--- src/rtl/bsq_pkg.sv ---
package bsq_pkg;

  typedef enum logic [3:0] {
    S_IDLE  = 4'd0,
    S_STALL = 4'd1,
    S_DREQ  = 4'd2,
    S_DWAIT = 4'd3,
    S_IREQ  = 4'd4,
    S_IWAIT = 4'd5,
    S_CLR   = 4'd6,
    S_HOLD  = 4'd7
  } bsq_state_e;

  // Reset window in cycles, rounded up; never below one.
  function automatic int unsigned hold_cycles(input longint clk_hz, input longint hold_ns);
    longint c;
    c = (clk_hz * hold_ns + 64'd999_999_999) / 64'd1_000_000_000;
    if (c < 1) c = 1;
    return int'(c);
  endfunction

endpackage

--- src/rtl/bsq_rst_sync.sv ---
module bsq_rst_sync (
  input  logic clk,
  input  logic rst_n,
  output logic rst_sync_n
);
  logic [1:0] sync_q;

  always_ff @(posedge clk or negedge rst_n) begin
    if (!rst_n) sync_q <= 2'b00;
    else        sync_q <= {sync_q[0], 1'b1};
  end

  assign rst_sync_n = sync_q[1];
endmodule

--- src/rtl/bsq_hold_timer.sv ---
module bsq_hold_timer #(
  parameter int unsigned HOLD_CYC = 20000
) (
  input  logic clk,
  input  logic rst_n,
  input  logic run_i,
  output logic last_o
);
  localparam int unsigned CW = (HOLD_CYC < 2) ? 1 : $clog2(HOLD_CYC);
  localparam logic [CW-1:0] LAST_VAL = CW'(HOLD_CYC - 1);

  logic [CW-1:0] cnt_q, cnt_d;
  logic          cnt_en;

  assign cnt_en = run_i || (cnt_q != '0);

  always_comb begin
    cnt_d = cnt_q;
    if (!run_i)                cnt_d = '0;
    else if (cnt_q != LAST_VAL) cnt_d = cnt_q + 1'b1;
  end

  always_ff @(posedge clk or negedge rst_n) begin
    if (!rst_n)      cnt_q <= '0;
    else if (cnt_en) cnt_q <= cnt_d;
  end

  assign last_o = run_i && (cnt_q == LAST_VAL);

  p_cnt_range_r5: assert property (@(posedge clk) disable iff (!rst_n)
    cnt_q <= LAST_VAL);
  p_idle_cleared_r5: assert property (@(posedge clk) disable iff (!rst_n)
    !run_i |=> cnt_q == '0);
endmodule

--- src/rtl/bsq_ctl_fsm.sv ---
module bsq_ctl_fsm
  import bsq_pkg::*;
(
  input  logic clk,
  input  logic rst_n,
  input  logic start_i,
  input  logic ld_done_i,
  input  logic ld_err_i,
  input  logic hold_last_i,
  output logic hold_run_o,
  output logic ld_start_o,
  output logic ld_sel_o,
  output logic ctl_clr_o,
  output logic stall_o,
  output logic stall_ovr_o,
  output logic cpu_rst_o,
  output logic done_o,
  output logic err_o
);
  bsq_state_e state_q, state_d;
  logic stall_q, stall_d, ovr_q, ovr_d, prst_q, prst_d;
  logic done_q, done_d, err_q, err_d;

  always_comb begin
    state_d = state_q;
    stall_d = stall_q;
    ovr_d   = ovr_q;
    prst_d  = prst_q;
    done_d  = 1'b0;
    err_d   = 1'b0;
    unique case (state_q)
      S_IDLE: if (start_i) begin
        state_d = S_STALL;
        stall_d = 1'b1;
        ovr_d   = 1'b1;
        prst_d  = 1'b0;
      end
      S_STALL: state_d = S_DREQ;
      S_DREQ:  state_d = S_DWAIT;
      S_DWAIT: if (ld_done_i) begin
        if (ld_err_i) begin state_d = S_IDLE; err_d = 1'b1; end
        else                state_d = S_IREQ;
      end
      S_IREQ:  state_d = S_IWAIT;
      S_IWAIT: if (ld_done_i) begin
        if (ld_err_i) begin state_d = S_IDLE; err_d = 1'b1; end
        else                state_d = S_CLR;
      end
      S_CLR: begin
        state_d = S_HOLD;
        prst_d  = 1'b1;
      end
      S_HOLD: if (hold_last_i) begin
        state_d = S_IDLE;
        prst_d  = 1'b0;
        stall_d = 1'b0;
        done_d  = 1'b1;
      end
      default: state_d = S_IDLE;
    endcase
  end

  always_ff @(posedge clk or negedge rst_n) begin
    if (!rst_n) begin
      state_q <= S_IDLE;
      stall_q <= 1'b0;
      ovr_q   <= 1'b0;
      prst_q  <= 1'b0;
      done_q  <= 1'b0;
      err_q   <= 1'b0;
    end else begin
      state_q <= state_d;
      stall_q <= stall_d;
      ovr_q   <= ovr_d;
      prst_q  <= prst_d;
      done_q  <= done_d;
      err_q   <= err_d;
    end
  end

  assign hold_run_o  = (state_q == S_HOLD);
  assign ld_start_o  = (state_q == S_DREQ) || (state_q == S_IREQ);
  assign ld_sel_o    = (state_q == S_IREQ) || (state_q == S_IWAIT);
  assign ctl_clr_o   = (state_q == S_CLR);
  assign stall_o     = stall_q;
  assign stall_ovr_o = ovr_q;
  assign cpu_rst_o   = prst_q;
  assign done_o      = done_q;
  assign err_o       = err_q;

  p_load_frozen_r1: assert property (@(posedge clk) disable iff (!rst_n)
    ld_start_o |-> (stall_o && stall_ovr_o && !cpu_rst_o));
  p_req_pulse_r2: assert property (@(posedge clk) disable iff (!rst_n)
    ld_start_o |=> !ld_start_o);
  p_abort_frozen_r3: assert property (@(posedge clk) disable iff (!rst_n)
    err_o |-> (stall_o && stall_ovr_o && !cpu_rst_o && !ld_start_o));
  p_clr_then_rst_r4: assert property (@(posedge clk) disable iff (!rst_n)
    ctl_clr_o |=> cpu_rst_o);
  p_rst_guarded_r5: assert property (@(posedge clk) disable iff (!rst_n)
    cpu_rst_o |-> (stall_o && stall_ovr_o));
  p_release_r6: assert property (@(posedge clk) disable iff (!rst_n)
    done_o |-> (stall_ovr_o && !stall_o && !cpu_rst_o && $past(cpu_rst_o)));
  p_single_pulse_r8: assert property (@(posedge clk) disable iff (!rst_n)
    (done_o || err_o) |=> !(done_o || err_o));
endmodule

--- src/rtl/boot_seq.sv ---
module boot_seq #(
  parameter int unsigned CLK_HZ  = 200_000_000,
  parameter int unsigned HOLD_NS = 100_000
) (
  input  logic clk,
  input  logic rst_n,
  input  logic start_i,
  input  logic ld_done_i,
  input  logic ld_err_i,
  output logic ld_start_o,
  output logic ld_sel_o,
  output logic ctl_clr_o,
  output logic stall_o,
  output logic stall_ovr_o,
  output logic cpu_rst_o,
  output logic done_o,
  output logic err_o
);
  localparam int unsigned HOLD_CYC = bsq_pkg::hold_cycles(longint'(CLK_HZ), longint'(HOLD_NS));

  logic rst_sync_n;
  logic hold_run, hold_last;

  bsq_rst_sync u_rst_sync (
    .clk        (clk),
    .rst_n      (rst_n),
    .rst_sync_n (rst_sync_n)
  );

  bsq_hold_timer #(.HOLD_CYC(HOLD_CYC)) u_timer (
    .clk    (clk),
    .rst_n  (rst_sync_n),
    .run_i  (hold_run),
    .last_o (hold_last)
  );

  bsq_ctl_fsm u_fsm (
    .clk         (clk),
    .rst_n       (rst_sync_n),
    .start_i     (start_i),
    .ld_done_i   (ld_done_i),
    .ld_err_i    (ld_err_i),
    .hold_last_i (hold_last),
    .hold_run_o  (hold_run),
    .ld_start_o  (ld_start_o),
    .ld_sel_o    (ld_sel_o),
    .ctl_clr_o   (ctl_clr_o),
    .stall_o     (stall_o),
    .stall_ovr_o (stall_ovr_o),
    .cpu_rst_o   (cpu_rst_o),
    .done_o      (done_o),
    .err_o       (err_o)
  );
endmodule

--- config.mk ---
export PLATFORM = sky130hd
export DESIGN_NAME = boot_seq
export DESIGN_NICKNAME = d
export VERILOG_FILES = /design/src/rtl/bsq_pkg.sv /design/src/rtl/bsq_rst_sync.sv /design/src/rtl/bsq_hold_timer.sv /design/src/rtl/bsq_ctl_fsm.sv /design/src/rtl/boot_seq.sv
export SDC_FILE = /design/constraint.sdc
export NUM_CORES = 1
export LEC_CHECK = 0
export ABC_AREA = 1
export CORE_MARGIN = 2
export CORE_UTILIZATION = 60
export DETAILED_ROUTE_END_ITERATION = 10
export GPL_TIMING_DRIVEN = 0
export PLACE_DENSITY = 0.86
export SLEW_MARGIN = 20
export SYNTH_ARGS = -nofsm -noshare
export SYNTH_HDL_FRONTEND = slang
export SYNTH_SLANG_ARGS = --single-unit
--- constraint.sdc ---
create_clock -name clk -period 1.6 [get_ports clk]
set_clock_uncertainty 0.1 [all_clocks]
set_input_delay 0.24 -clock clk [delete_from_list [all_inputs] [get_ports clk]]
set_output_delay 0.24 -clock clk [all_outputs]
set_load 0.005 [all_outputs]
======== After elaboration in Yosys (flattened, before gate mapping) ========
Cells that the tools add are included.
W data, S select, Z words.
cells by class
  $add $sub $neg .......................... 1
  muxes and demuxes ....................... 19
  reduce and logical (&&, ||, !) cells .... 14
  equal/unequal tests ..................... 14
operator list
  operator                 number
  $pmux W4 S8              1
  $mux W15                 2
  $eq A4 B3 Y1 const B     4
  $mux W4                  4
  $add A15 B1 Y15 const B  1
  $eq A15 B15 Y1 const B   1
  $ne A15 B15 Y1 const B   1
  $reduce_bool A15 Y1      1
  $ne A2 B2 Y1 const B     5
  $eq A4 B2 Y1 const B     2
  $mux W1                  8
  $mux W3                  2
  $reduce_and A3 Y1        2
  $eq A4 B1 Y1 const B     1
  $logic_not A4 Y1         1
  $reduce_and A2 Y1        2
  $reduce_and A4 Y1        1
  $logic_or A1 B1 Y1       3
  $pmux W1 S3              1
  $reduce_bool A3 Y1       1
  $pmux W1 S2              1
  $reduce_bool A2 Y1       1
  $reduce_or A2 Y1         1
  $logic_and A1 B1 Y1      1
word-level totals
  word-level logic and storage cells ...... 56
  flip-flop bits (word level) ............. 26

======== Depth between registers and ports, before layout ========
  depth in word-level cells ............... 4
  depth in mapped cells ................... 9
  depth with buffers taken out ............ 9

======== Cells and area by module ========
From an unflattened synthesis, not the netlist that was laid out.
unflattened totals
  cell total of the unflattened synthesis .. 220
  area total of the unflattened synthesis .. 1,516.5 µm²
modules (own cells, without submodules)
  module          cells an instance  instances  area an instance (µm²)  sequential area each (µm²)
  bsq_hold_timer  148                1          991.0                   375.4
  bsq_ctl_fsm     69                 1          471.7                   200.2
  bsq_rst_sync    3                  1          53.8                    50.0

======== Worst setup path after synthesis ========
No wires, ideal clock.
  path type ............................... register to register
  from .................................... register u_timer.cnt_q[0]
  to ...................................... register u_timer.cnt_q[0]
  required time ........................... 1.426 ns
  setup slack ............................. 0.173 ns
  cell stages (with the launch flop) ...... 9
  path buffers ............................ 1
  library setup time ...................... 0.074 ns
  clock period less this slack ............ 1.427 ns
  arrival ................................. 1.253 ns
  cells stage by stage .................... dfrtp_1 -> ha_1 -> nand3_1 -> nor2_1 -> nand2_2 -> nand2_2 -> buf_6 -> nand3_2 -> o21ai_2
on the way
  word-level cells in the longest chain between the ends .. 3
  elaborated cells between the ends (all ways) .. 8
  classes of those cells .................. add/sub: 1; eq/ne: 2; mux: 2; reduce/logical: 3
ends and longest elaborated chain
  element                                        RTL line              source
  from (decl)                                    bsq_hold_timer.sv:12  logic [CW-1:0] cnt_q, cnt_d;
  from (signal assigned)                         bsq_hold_timer.sv:25  else if (cnt_en) cnt_q <= cnt_d;
  $add A15 B1 Y15, or another cell as far along  bsq_hold_timer.sv:20  else if (cnt_q != LAST_VAL) cnt_d = cnt_q + 1'b1;
  $mux W15, or another cell as far along         bsq_hold_timer.sv:20
  $mux W15 or $reduce_and A2 Y1 (tied branches)  -
Several ways; a longest one is shown, not always the timed one. The select of a mux whose other input is x is not followed.
A chain may end at the register's enable or synchronous reset.

======== Final worst setup path ========
  from .................................... register u_fsm.state_q[1]
  to ...................................... register u_fsm.state_q[2]
on the way
  word-level cells in the longest chain between the ends .. 4
  elaborated cells between the ends (all ways) .. 15
  classes of those cells .................. eq/ne: 11; mux: 1; reduce/logical: 3
ends and longest elaborated chain
  element                      RTL line                              source
  from (decl)                  bsq_ctl_fsm.sv:20                     bsq_state_e state_q, state_d;
  from (signal assigned)       bsq_ctl_fsm.sv:72                     state_q <= state_d;
  $eq A4 B3 Y1                 bsq_ctl_fsm.sv:31, bsq_ctl_fsm.sv:81
  $logic_and A1 B1 Y1          bsq_hold_timer.sv:28                  assign last_o = run_i && (cnt_q == LAST_VAL);
  $ne A2 B2 Y1 (no line)       -
  $reduce_and A4 Y1 (no line)  -
Several ways; a longest one is shown, not always the timed one.

==> summary.txt <==
Layout
  – Design area: 0.00174 mm2
  – Share of cells above drive strength 1: 0.228
  – Fin cells: approximately 240
  – Final #Nets: 223
  – Area delta synth->final: 23.5%
  – # diodes: 0

Routing
  – Vias: around 1300
  – Drt wl/cell: 13.2 um
  – Vias/cell: 5.40
  – DR iter-0 viols: 35
  – Drt drc: 0
  – TritonRoute pass-1 iters: 4
  – Post-DRT Antenna Nets: 0
  – Total Wirelength: ~3.2 mm

Yosys
  – Largest cells by area after synthesis: dfrtp_1, nand2_1, nand3_1
  – Biggest area consumer among synthesized cells: dfrtp_1
  – Distinct cell type count after synthesis: 25
  – Synth Register Bits: 25
  – Syn avg cell area: 7.64 um2
  – Syn_nets: 191
  – Mapped Cells: approximately 180
  – Syn. warnings: 0
  – Mapped Area: 0.00141 mm2
  – Top-area cell type share of the netlist area: 0.445
  – Register area share after synthesis: 0.445

Global routing
  – First-pass GRT wire length: 4.94 mm
  – Initial antenna violation count: 0
  – Remaining Overflow, GRT: 0
  – Vias in the first global route: 1168
  – Pin count of the biggest net entering global routing: 24
  – Tot GR Track Use: 0.247

Worst setup path
  – CP Max Fanout: 4
  – Arrival @ worst endpoint: approximately 1700 ps
  – Worst setup EP type: flop
  – Reg2Reg Depth: 10
  – Critical path type: reg2reg
  – CP Data Required Time: 1720 ps
  – Startpoint types: flop

Placement
  – HPWL after DPL: 2.07 mm
  – Placement Cell Area: 0.00156 mm2
  – Port-buffer cells: 12
  – Routability cong.: 0.923
  – DP Cell Count: 224

Timing
  – Final period util: 0.989
  – Unrepaired setup endpoints after global routing: true
  – Final min period: around 1600 ps
  – Count of final hold-check violations: 0
  – Max Clock Freq: 632 MHz
  – Worst slew margin: 0.373
  – Worst-margin pin slew: 941 ps
  – Setup-failing EPs final: 0
  – Final Max Slew Viols: 0

Run status
  – Status: completed

Clock tree
  – CTS tree: built
  – Clock sinks: 25
  – CTS Buffer Depth: 2
  – Clock root cell: clkbuf_4
  – CTS Buf Count: 3
  – CTS clock-pin slew for the worst setup and hold paths: around 130 ps
  – CTS H-tree lvls: 1
  – Clock latency on the worst-skew pair: 310 ps

Power and ir drop
  – Peak VDD IR: 1.00 mV
  – Leak pwr: 0.846 nW
  – Pwr dens: 1190 mW/mm2

Flow run
  – Max-cap viol count: 0

Floorplanning
  – DIE HEIGHT: 52.4 um
  – Area of the core: 0.00221 mm2
  – Io pins: 13
  – Die span in x: ~52 um
  – Initial Utilization: 0.635
  – Die Footprint: 0.00274 mm2
  – Cell Rows: 17

Min path
  – Hold-critical path depth: 0
  – Hold crit path type: reg2reg
-- worst paths after layout --
kind | start | endpoint | slack (ps)
min in group asynchronous | u_rst_sync.sync_q[1] | u_timer.cnt_q[2] | 300
min | u_rst_sync.sync_q[0] | u_rst_sync.sync_q[1] | 270
max in group asynchronous | u_rst_sync.sync_q[1] | u_fsm.state_q[2] | 470
max | u_fsm.state_q[1] | u_fsm.state_q[2] | 20
max reg2reg | u_fsm.state_q[1] | u_fsm.state_q[2] | 20
min reg2reg | u_rst_sync.sync_q[0] | u_rst_sync.sync_q[1] | 270
-- area by class of cell --
| class | instances | area, um2 |
|---|---|---|
| plain buffers | 3 | 30.0 |
| clock buffers | 4 | 26.3 |
| fillers | 149 | 477 |
| inverters | 26 | 100 |
| multi-input cells | 130 | 693 |
| flip-flops and latches | 25 | 627 |
| well taps | 28 | 35.0 |
| repair buffers | 27 | 224 |
-- cells in the final DEF (no fill, tap or decap), drive strengths merged --
master	netlist	layout
nand4	4	4
dlygate4sd2	0	1
dlygate4sd3	0	1
ha	2	2
conb	1	1
a31oi	1	1
dfrtp	25	25
o21ai	6	6
a21oi	7	7
nand2	49	49
clkdlybuf4s50	0	9
clkbuf	0	4
nor2	28	28
nand3b	1	1
buf	3	19
nor3b	1	1
nor3	4	4
or2	1	1
nand3	20	20
xor2	5	5
inv	26	26
-- worst max-delay path: stages, from the launching register on --
cell and delay, ps:
dfrtp_1 410, buf_4 140, buf_4 150, nand2_4 90, inv_1 80, nand2_1 60
nand2_1 90, nand2_2 120, nand3_2 90, nand2_1 90, nand2_1 60
-- report_power, final --
part,leakage [nW],internal (mW),switching (mW)
Combinational,0.506,0.431,0.578
Clock,0.0150,0.0975,0.187
Sequential,0.325,0.704,0.0655
Total,0.846,1.23,0.831
-- logic make-up (layout without fill, tap and decap cells) --
logic type,after synthesis,count (layout),share of synthesized area
other,1,1,0.00267
XOR/XNOR,5,5,0.0312
AO/OA/AOI/OAI,14,14,0.0534
AND/OR/NAND/NOR,108,108,0.359
flip-flops,25,25,0.445
adder cells (fa/ha/maj),2,2,0.0178
buffers and inverters,29,60,0.0908
-- repair_timing --
item,CTS,global route
pin swaps,0,5
gates cloned,0,0
setup endpoints to repair,13,17
buffers inserted,7,7
resized for setup,13,10
hold buffers,1,0
endpoints found under the hold margin,2,0
-- registers in the layout, indices dropped and copies added (netlist names) --
signal	count
u_rst_sync.sync_q	2
u_timer.cnt_q	15
u_fsm.stall_o	1
u_fsm.state_q	3
u_fsm.err_o	1
u_fsm.done_o	1
u_fsm.stall_ovr_o	1
u_fsm.cpu_rst_o	1
-- cell usage after synthesis, drive strengths merged --
master and n:
nor3b 1, nand3 20, inv 26, nand4 4, o21ai 6, a21oi 7, nor2 28, xor2 5
conb 1, dfrtp 25, or2 1, ha 2, nor3 4, nand3b 1, nand2 49, a31oi 1
buf 3
-- metrics by stage --
| stage | hold WS, ps | utilization | power (mW) | setup TNS [ps] | setup slack, ps |
|---|---|---|---|---|---|
| 3_3_place_gp | 241 | 0.705 | 1.48 | -157 | -104 |
| 4_1_cts | 268 | 0.750 | 1.92 | -37.8 | -37.8 |
| 3_5_place_dp | 236 | 0.705 | 1.51 | -224 | -150 |
| 6_report | 266 | 0.785 | 2.06 | 0 | 17.3 |
| 5_1_grt | 271 | 0.785 | 2.18 | -169 | -63.9 |
| 2_1_floorplan | -156 | - | 1.29 | 0 | 173 |
-- routing by layer --
layer	wire length, um	track usage	part of all wire	vias to the layer above
met5	0	0	0	-
met4	91	0.120	0.028	0
met3	110	0.0429	0.034	12
met2	1600	0.417	0.50	34
met1	1400	0.304	0.44	625
li1	-	-	-	642
Power figures use the tool's default switching activity.
